**config.mk**
```make
export PLATFORM = sky130hd
export DESIGN_NAME = pwmt_timebase
export DESIGN_NICKNAME = d
export VERILOG_FILES = /design/src/rtl/pwmt_pkg.sv /design/src/rtl/pwmt_prescaler.sv /design/src/rtl/pwmt_period_shadow.sv /design/src/rtl/pwmt_counter.sv /design/src/rtl/pwmt_timebase.sv
export SDC_FILE = /design/constraint.sdc
export NUM_CORES = 1
export LEC_CHECK = 0
export BUFFER_PORTS_ARGS = -buffer_cell sky130_fd_sc_hd__buf_4
export CELL_PAD_IN_SITES_DETAIL_PLACEMENT = 1
export CELL_PAD_IN_SITES_GLOBAL_PLACEMENT = 1
export CORE_MARGIN = 2
export CORE_UTILIZATION = 40
export DETAILED_ROUTE_END_ITERATION = 10
export PLACE_DENSITY = 0.73
export RECOVER_POWER = 100
export SKIP_CTS_REPAIR_TIMING = 1
export SYNTH_ARGS = -nofsm -noshare
export SYNTH_HDL_FRONTEND = slang
export SYNTH_SLANG_ARGS = --single-unit
```
**constraint.sdc**
```tcl
create_clock -name clk_i -period 8.2 [get_ports clk_i]
set_clock_uncertainty 0.15 [all_clocks]
set_input_delay 2.05 -clock clk_i [delete_from_list [all_inputs] [get_ports clk_i]]
set_output_delay 2.05 -clock clk_i [all_outputs]
set_load 0.005 [all_outputs]
```
**src/rtl/pwmt_pkg.sv**
```systemverilog
package pwmt_pkg;
  localparam int unsigned MODE_W = 2;

  // bit 0: apply at wrap, bit 1: apply at sync, none: apply at once
  typedef enum logic [MODE_W-1:0] {
    UPD_NOW    = 2'd0,
    UPD_WRAP   = 2'd1,
    UPD_SYNC   = 2'd2,
    UPD_EITHER = 2'd3
  } upd_mode_e;
endpackage

```
**src/rtl/pwmt_prescaler.sv**
```systemverilog
module pwmt_prescaler #(
  parameter int unsigned PRE_W = 8
) (
  input  logic             clk_i,
  input  logic             rst_ni,
  input  logic             we_i,
  input  logic [PRE_W-1:0] div_i,
  output logic             tick_o
);
  logic [PRE_W-1:0] div_q;
  logic [PRE_W-1:0] cnt_q;

  // >= so a smaller divider takes effect without a full roll-over
  assign tick_o = (cnt_q >= div_q);

  always_ff @(posedge clk_i or negedge rst_ni) begin
    if (!rst_ni) begin
      div_q <= '0;
      cnt_q <= '0;
    end else begin
      if (we_i) div_q <= div_i;
      cnt_q <= tick_o ? '0 : cnt_q + 1'b1;
    end
  end
endmodule

```
**src/rtl/pwmt_period_shadow.sv**
```systemverilog
module pwmt_period_shadow
  import pwmt_pkg::*;
#(
  parameter int unsigned             CNT_W      = 16,
  parameter logic [CNT_W-1:0]        RST_PERIOD = 16'h00FF
) (
  input  logic              clk_i,
  input  logic              rst_ni,
  input  logic              we_i,
  input  logic [CNT_W-1:0]  period_i,
  input  upd_mode_e         mode_i,
  input  logic              wrap_i,
  input  logic              sync_i,
  output logic [CNT_W-1:0]  act_o,
  output logic [CNT_W-1:0]  act_nxt_o,
  output logic [MODE_W-1:0] mode_o
);
  logic [CNT_W-1:0]  shad_q;
  logic [CNT_W-1:0]  act_q;
  upd_mode_e         mode_q;
  logic [MODE_W-1:0] mode_bits;
  logic              pend_q;
  logic              upd;

  assign mode_bits = mode_q;

  always_comb begin
    upd = 1'b0;
    if (pend_q) begin
      if (mode_bits == '0)          upd = 1'b1;
      if (mode_bits[0] && wrap_i)   upd = 1'b1;
      if (mode_bits[1] && sync_i)   upd = 1'b1;
    end
  end

  assign act_nxt_o = upd ? shad_q : act_q;
  assign act_o     = act_q;
  assign mode_o    = mode_bits;

  always_ff @(posedge clk_i or negedge rst_ni) begin
    if (!rst_ni) begin
      shad_q <= RST_PERIOD;
      act_q  <= RST_PERIOD;
      mode_q <= UPD_NOW;
      pend_q <= 1'b0;
    end else begin
      act_q <= act_nxt_o;
      if (we_i) begin
        shad_q <= period_i;
        mode_q <= mode_i;
        pend_q <= 1'b1;
      end else if (upd) begin
        pend_q <= 1'b0;
      end
    end
  end
endmodule

```
**src/rtl/pwmt_counter.sv**
```systemverilog
module pwmt_counter #(
  parameter int unsigned CNT_W = 16
) (
  input  logic             clk_i,
  input  logic             rst_ni,
  input  logic             tick_i,
  input  logic [CNT_W-1:0] act_i,
  input  logic [CNT_W-1:0] act_nxt_i,
  output logic [CNT_W-1:0] cnt_o,
  output logic             wrap_o,
  output logic             zero_o,
  output logic             match_o
);
  logic [CNT_W-1:0] cnt_q;
  logic [CNT_W-1:0] cnt_d;
  logic             zero_q;
  logic             match_q;

  assign wrap_o = tick_i && (cnt_q >= act_i);

  always_comb begin
    cnt_d = cnt_q;
    if (wrap_o)      cnt_d = '0;
    else if (tick_i) cnt_d = cnt_q + 1'b1;
  end

  always_ff @(posedge clk_i or negedge rst_ni) begin
    if (!rst_ni) begin
      cnt_q   <= '0;
      zero_q  <= 1'b0;
      match_q <= 1'b0;
    end else begin
      cnt_q   <= cnt_d;
      zero_q  <= wrap_o;
      // compare against the period that is active after this edge
      match_q <= tick_i && (cnt_d == act_nxt_i);
    end
  end

  assign cnt_o   = cnt_q;
  assign zero_o  = zero_q;
  assign match_o = match_q;
endmodule

```
**src/rtl/pwmt_timebase.sv**
```systemverilog
module pwmt_timebase
  import pwmt_pkg::*;
#(
  parameter int unsigned      PRE_W      = 8,
  parameter int unsigned      CNT_W      = 16,
  parameter logic [CNT_W-1:0] RST_PERIOD = 16'h00FF
) (
  input  logic              clk_i,
  input  logic              rst_ni,
  input  logic              cfg_we_i,
  input  logic [PRE_W-1:0]  cfg_prescale_i,
  input  logic [CNT_W-1:0]  cfg_period_i,
  input  logic [MODE_W-1:0] cfg_mode_i,
  input  logic              sync_i,
  output logic [CNT_W-1:0]  cnt_o,
  output logic              zero_evt_o,
  output logic              match_evt_o
);
  logic              tick;
  logic              wrap;
  logic [CNT_W-1:0]  act_period;
  logic [CNT_W-1:0]  act_next;
  logic [MODE_W-1:0] upd_mode;

  pwmt_prescaler #(.PRE_W(PRE_W)) u_pre (
    .clk_i  (clk_i),
    .rst_ni (rst_ni),
    .we_i   (cfg_we_i),
    .div_i  (cfg_prescale_i),
    .tick_o (tick)
  );

  pwmt_period_shadow #(.CNT_W(CNT_W), .RST_PERIOD(RST_PERIOD)) u_shad (
    .clk_i     (clk_i),
    .rst_ni    (rst_ni),
    .we_i      (cfg_we_i),
    .period_i  (cfg_period_i),
    .mode_i    (upd_mode_e'(cfg_mode_i)),
    .wrap_i    (wrap),
    .sync_i    (sync_i),
    .act_o     (act_period),
    .act_nxt_o (act_next),
    .mode_o    (upd_mode)
  );

  pwmt_counter #(.CNT_W(CNT_W)) u_cnt (
    .clk_i     (clk_i),
    .rst_ni    (rst_ni),
    .tick_i    (tick),
    .act_i     (act_period),
    .act_nxt_i (act_next),
    .cnt_o     (cnt_o),
    .wrap_o    (wrap),
    .zero_o    (zero_evt_o),
    .match_o   (match_evt_o)
  );
endmodule

```
==> run summary, run 1 <==
fin. max-slew vios: 120
GRT busiest layer: met2
cell family with most CP delay: compound AO/OA/AOI/OAI gates
Initial Util: 41.2%
CP endpoint kind: register
io pins: 48
number of antenna violations at the first check in global routing: 0
sequential-to-total area share from yosys stat: 45.9%
vias per cell: 5.45
WP buf/inv: 3
final wirelength: 9.89 mm
FF+latch count, synth: 69
crit path max-delay cell type: a21oi_1
Slew HR: -152%
top_reg_cell synth: dfrtp_1
Antenna Nets Post-Route: 0
largest stage delay on the critical path: 1.19 ns
Fin. Hold Viols: 0
Num CTS Buffers: 9
Worst-path clk slew: 0.07 ns
largest net degree at the start of global routing: 70
Filler cells: 1,014
Synth-to-Final Area Change: 17.4%
worst-skew pair later-pin latency: 0.35 ns
routing usage on met3: 3.59%
layout cells sized above 1: 26.1%
grt total ovfl: 0
Final Util: 48.3%
RSZ-0062 raised after global routing: false
Max H-tree Level: 3
VDD IR max: 0.000126 V
number of enable flip-flop cells after synthesis: 0
Avg Inst Size Synth: 10.9 sq um
Critical Path RT: 8.31 ns
Startpoint Class: register
Max Buffers Root-to-Sink: 2
GPL Wtd Cong: 0.835
failing checks: max-capacitance violations, max-slew violations
routed length per instance: 18.6 um
Diodes inserted: 0
setup_tns: 0 ns
total number of yosys warnings: 0
commonest non-fill, non-tap cell in the layout: dfrtp_1
first-pass GRT wire length: 15.9 mm
hpwl dp: 7.11 mm
Post-Syn Area: 3800 sq um
crit path kind: reg2reg
Rows: 35
Max Clk Rate: 184 MHz
Nets: 454
period utilization: 66.4%
total track usage: 20.4%
met2 Track Usage GR: 34.6%
Netlist cell types: 59
measured slew at the worst slew-check pin: 3.77 ns
max-cap violations: 3
chip width: 102 um
CTS tree: built
Die Area: 10,300 sq um
clk sinks: 69
Pleak: 2.09 nW
status: complete, but fails checks
DIE HEIGHT: 102 um
Period minus WS final: 5.44 ns
worst-path maximum fanout: 19
commonest non-fill, non-tap cells in the layout: 53 x dfrtp_1, 29 x buf_4, 28 x nand2_1, 27 x inv_1, 26 x ha_1
Tot Pwr: 1.11 mW
crit-path cells: inv_1, ha_1, nand2b_1, a2111oi_0, o31ai_4, clkbuf_1, o21ai_0, clkinv_1, a21oi_1, mux2_1, xnor2_1, nand4_1, nor4_2
first-pass detailed-route iteration total: 4
DRC: 0
Vias: 2,898
share of async-settable or async-resettable flops after synthesis: 100%
Starting DRT DRC Count: 68
met1 global-route usage: 26.9%
PortBufs: 47
Synth Net Count: 404
Worst EP arrival: 5.55 ns
core region area: 9240 sq um
number of global-route vias before repair: 3,034
Synth Instances: 348
final setup fails: 0
Hold Crit Class: reg2reg
Clock Tree Root: clkbuf_8
Power Density: 249 nW/um^2
==> synthesized netlist by cell type (all sizes together) (2+ instances only) <==
master / n / area, sq um
o21ai: 21 / 109
a211oi: 2 / 15.0
a31oi: 5 / 31.3
o22ai: 2 / 12.5
a21o: 5 / 37.5
ha: 26 / 325
nand2b: 6 / 37.5
and2: 3 / 18.8
inv: 28 / 105
dfstp: 16 / 420
dfrtp: 53 / 1330
o31ai: 8 / 73.8
o2111a: 2 / 22.5
a21oi: 5 / 36.3
nor2: 14 / 52.6
xor2: 7 / 61.3
a311o: 2 / 20.0
nand2: 29 / 111
nand4: 8 / 50.1
buf: 3 / 20.0
clkbuf: 8 / 30.0
xnor2: 13 / 114
mux2: 33 / 394
mux2i: 3 / 30.0
o2bb2ai: 2 / 17.5
nand3: 11 / 55.1
nor3: 5 / 30.0
and3: 9 / 57.6
==> final timing paths <==
path	end	startpoint	slack (ns)	cells after the start
min reg2reg	u_shad.shad_q[12]	u_shad.shad_q[12]	0.37	1
max reg2reg	u_cnt.match_o	u_pre.cnt_q[0]	2.76	13
max	u_cnt.match_o	u_pre.cnt_q[0]	2.76	13
min	u_shad.shad_q[12]	u_shad.shad_q[12]	0.37	1
min in group asynchronous	u_cnt.cnt_o[0]	rst_ni	2.85	1
max in group asynchronous	u_cnt.zero_o	rst_ni	2.93	1
==> final cells by class <==
class                   count  area [sq um]  share of cell area [%]
flip-flops and latches     69          1750                    39.1
inverters                  28           105                    2.35
repair buffers             50           364                    8.15
clock inverters             4          95.1                    2.13
well taps                 129           161                    3.61
multi-input cells         240          1850                    41.4
clock buffers              12           145                    3.25
==> routing by layer <==
metal  vias to the layer above  part of all wire [%]
met5                         -                     0
met4                         0                   1.1
met3                        10                   3.6
met2                        42                    51
met1                      1504                    44
li1                       1342                     -
==> cells by family after synthesis <==
kind of cell | after synthesis | synth area share, %
simple gates | 91 | 12.1
compound gates | 67 | 13.6
flops | 69 | 45.9
mux | 36 | 11.2
buf+inv | 39 | 4.08
xor+xnor | 20 | 4.61
fa+ha+maj | 26 | 8.55
==> registers in the layout (all words and copies together), names as in the netlist <==
name           count
u_cnt.zero_o       1
u_pre.div_q        8
u_shad.pend_q      1
u_shad.shad_q     16
u_shad.act_o      16
u_pre.cnt_q        8
u_cnt.cnt_o       16
u_cnt.match_o      1
u_shad.mode_o      2
==> worst register-to-register path, cell delays in order (launching register included) <==
cell and delay [ns]:
dfrtp_1 0.44, inv_1 0.07, ha_1 0.27, nand2b_1 0.14
a2111oi_0 0.95, o31ai_4 0.10, clkbuf_1 0.43, o21ai_0 0.32
clkinv_1 0.19, a21oi_1 1.19, mux2_1 0.43, xnor2_1 0.18
nand4_1 0.17, nor4_2 0.32
==> where the power goes <==
group	internal [mW]	total (mW)	switching [mW]
clock	0.210	0.345	0.135
sequential	0.412	0.467	0.0548
combinational	0.133	0.301	0.168
==> metrics by stage <==
stage               cells  worst slack [ns]  cell area (sq um)  hold slack [ns]
CTS                   532              4.32               4530            0.385
global placement      516              4.11               4290            0.360
floorplan             348              4.52               3800            0.327
detailed placement    516              3.98               4290            0.363
finish                532              2.76               4470            0.370
global route          532              2.18               4470            0.396
Power figures use the tool's default switching activity.
==> run 2: changes to the inputs <==
clock period = 5.7 ns   (was 8.2 ns; I/O delays follow)
==> run 2 against run 1 <==
  * The run still ends with max-capacitance violations, max-slew violations left
  * Critical path depth is 1 lower
  * Combinational power is 46% higher
  * First-iteration DRC count increased by 57%
  * Sequential share of layout area increased by 0.13 points
  * Sequential power up 43%
==> run summary, run 2 (synthesis results as in run 1) <==
number of global-route vias before repair: 3,035
Filler cells: 1,039
PortBufs: 47
Period minus WS final: 4.59 ns
Nets: 452
crit path kind: reg2reg
total track usage: 19.8%
failing checks: max-capacitance violations, max-slew violations
first-pass detailed-route iteration total: 4
cell family with most CP delay: compound AO/OA/AOI/OAI gates
crit-path cells: inv_1, ha_1, nand2b_1, a2111oi_0, o31ai_4, o21ai_0, clkinv_1, a21oi_4, mux2_1, xnor2_1, o2111ai_1, nor4_2
VDD IR max: 0.000139 V
grt total ovfl: 0
period utilization: 80.6%
layout cells sized above 1: 26.2%
DRC: 0
Worst Setup Slack post-DPL: 1.63 ns
measured slew at the worst slew-check pin: 1.74 ns
number of antenna violations at the first check in global routing: 0
vias per cell: 5.39
r2r setup slk: 1.11 ns
Max Clk Rate: 218 MHz
Max Buffers Root-to-Sink: 2
Starting DRT DRC Count: 107
final setup fails: 0
Clock Tree Root: clkbuf_8
core region area: 9240 sq um
largest stage delay on the critical path: 0.86 ns
Worst EP arrival: 4.70 ns
Die Area: 10,300 sq um
Antenna Nets Post-Route: 0
fin. max-slew vios: 35
Worst Hold End: u_shad.shad_q[8]
FF-to-FF Start: u_pre.cnt_q[0]
Startpoint Class: register
CP endpoint kind: register
Slew HR: -15.9%
Critical Path RT: 5.80 ns
Power Density: 354 nW/um^2
Diodes inserted: 0
final worst setup slack: 1.11 ns
Initial Util: 41.2%
setup_tns: 0 ns
WHS Path Cells: 1
worst r2r path cells: 12
status: complete, but fails checks
Fin. Hold Viols: 0
largest net degree at the start of global routing: 70
clk sinks: 69
hpwl dp: 7.01 mm
DIE HEIGHT: 102 um
reg2reg end: u_cnt.match_o
CTS tree: built
crit path max-delay cell type: a2111oi_0
io pins: 48
Worst-path clk slew: 0.08 ns
Rows: 35
chip width: 102 um
Max H-tree Level: 3
routed length per instance: 18.0 um
Pleak: 2.07 nW
Num CTS Buffers: 9
worst-path maximum fanout: 19
RSZ-0062 raised after global routing: false
GPL Wtd Cong: 0.818
first-pass GRT wire length: 15.5 mm
commonest non-fill, non-tap cells in the layout: 53 x dfrtp_1, 29 x buf_4, 28 x nand2_1, 27 x inv_1, 26 x ha_1
max-cap violations: 1
commonest non-fill, non-tap cell in the layout: dfrtp_1
WP buf/inv: 2
Synth-to-Final Area Change: 17.0%
worst-skew pair later-pin latency: 0.35 ns
final wirelength: 9.53 mm
hold path start: u_shad.shad_q[8]
Vias: 2,856
Hold Crit Class: reg2reg
-- run 2: cell count changes in the layout (fill, tap and decap cells not counted) --
| cell | previous run | this run |
|---|---|---|
| clkbuf_8 | 10 | 11 |
| and2_1 | 2 | 3 |
| inv_6 | 0 | 1 |
| and2_0 | 1 | 0 |
| a21oi_4 | 0 | 1 |
| bufinv_16 | 3 | 2 |
| a21oi_1 | 5 | 4 |
| clkbuf_1 | 5 | 4 |
| clkbuf_4 | 18 | 15 |
| clkinvlp_4 | 0 | 1 |
-- run 2: per-layer routing --
metal | global-route usage, % | vias up | wire (um)
li1 | - | 1333 | -
met1 | 25.0 | 1462 | 4200
met2 | 33.9 | 44 | 4900
met3 | 3.17 | 17 | 221
met4 | 8.00 | 0 | 201
met5 | 0 | - | 0
-- run 2: cell type report --
class                   instances  area, sq um  share of cell area [%]
clock buffers                  11          151                    3.40
flip-flops and latches         69         1750                    39.2
multi-input cells             240         1860                    41.8
inverters                      28          105                    2.36
clock inverters                 5         81.3                    1.83
well taps                     129          161                    3.63
repair buffers                 48          345                    7.76
-- run 2: power by group --
part	internal [mW]	leakage [nW]	switching, mW
logic	0.189	1.12	0.250
clock network	0.271	0.116	0.199
registers	0.592	0.837	0.0752
total	1.05	2.07	0.524
-- run 2: how the worst max path moves through the flow --
stage,start,to,slack [ns],cells after the start
floorplan,u_shad.act_o[7],u_cnt.match_o,2.62,13
global placement,u_shad.act_o[2],u_cnt.match_o,1.82,11
detailed placement,u_shad.act_o[2],u_cnt.match_o,1.63,11
CTS,u_shad.act_o[2],u_cnt.match_o,1.61,11
global route,u_pre.cnt_q[0],u_cnt.match_o,0.77,12
finish,u_pre.cnt_q[0],u_cnt.match_o,1.11,12
-- run 2: metrics by stage --
stage | util [%] | area, sq um | hold WS (ns) | total power [mW] | instances
2_1_floorplan | - | 3800 | 0.327 | 0.993 | 348
3_3_place_gp | 46.3 | 4280 | 0.341 | 1.13 | 514
3_5_place_dp | 46.3 | 4280 | 0.344 | 1.15 | 514
4_1_cts | 48.8 | 4510 | 0.364 | 1.63 | 530
5_1_grt | 48.2 | 4450 | 0.368 | 1.67 | 530
6_report | 48.2 | 4450 | 0.356 | 1.58 | 530
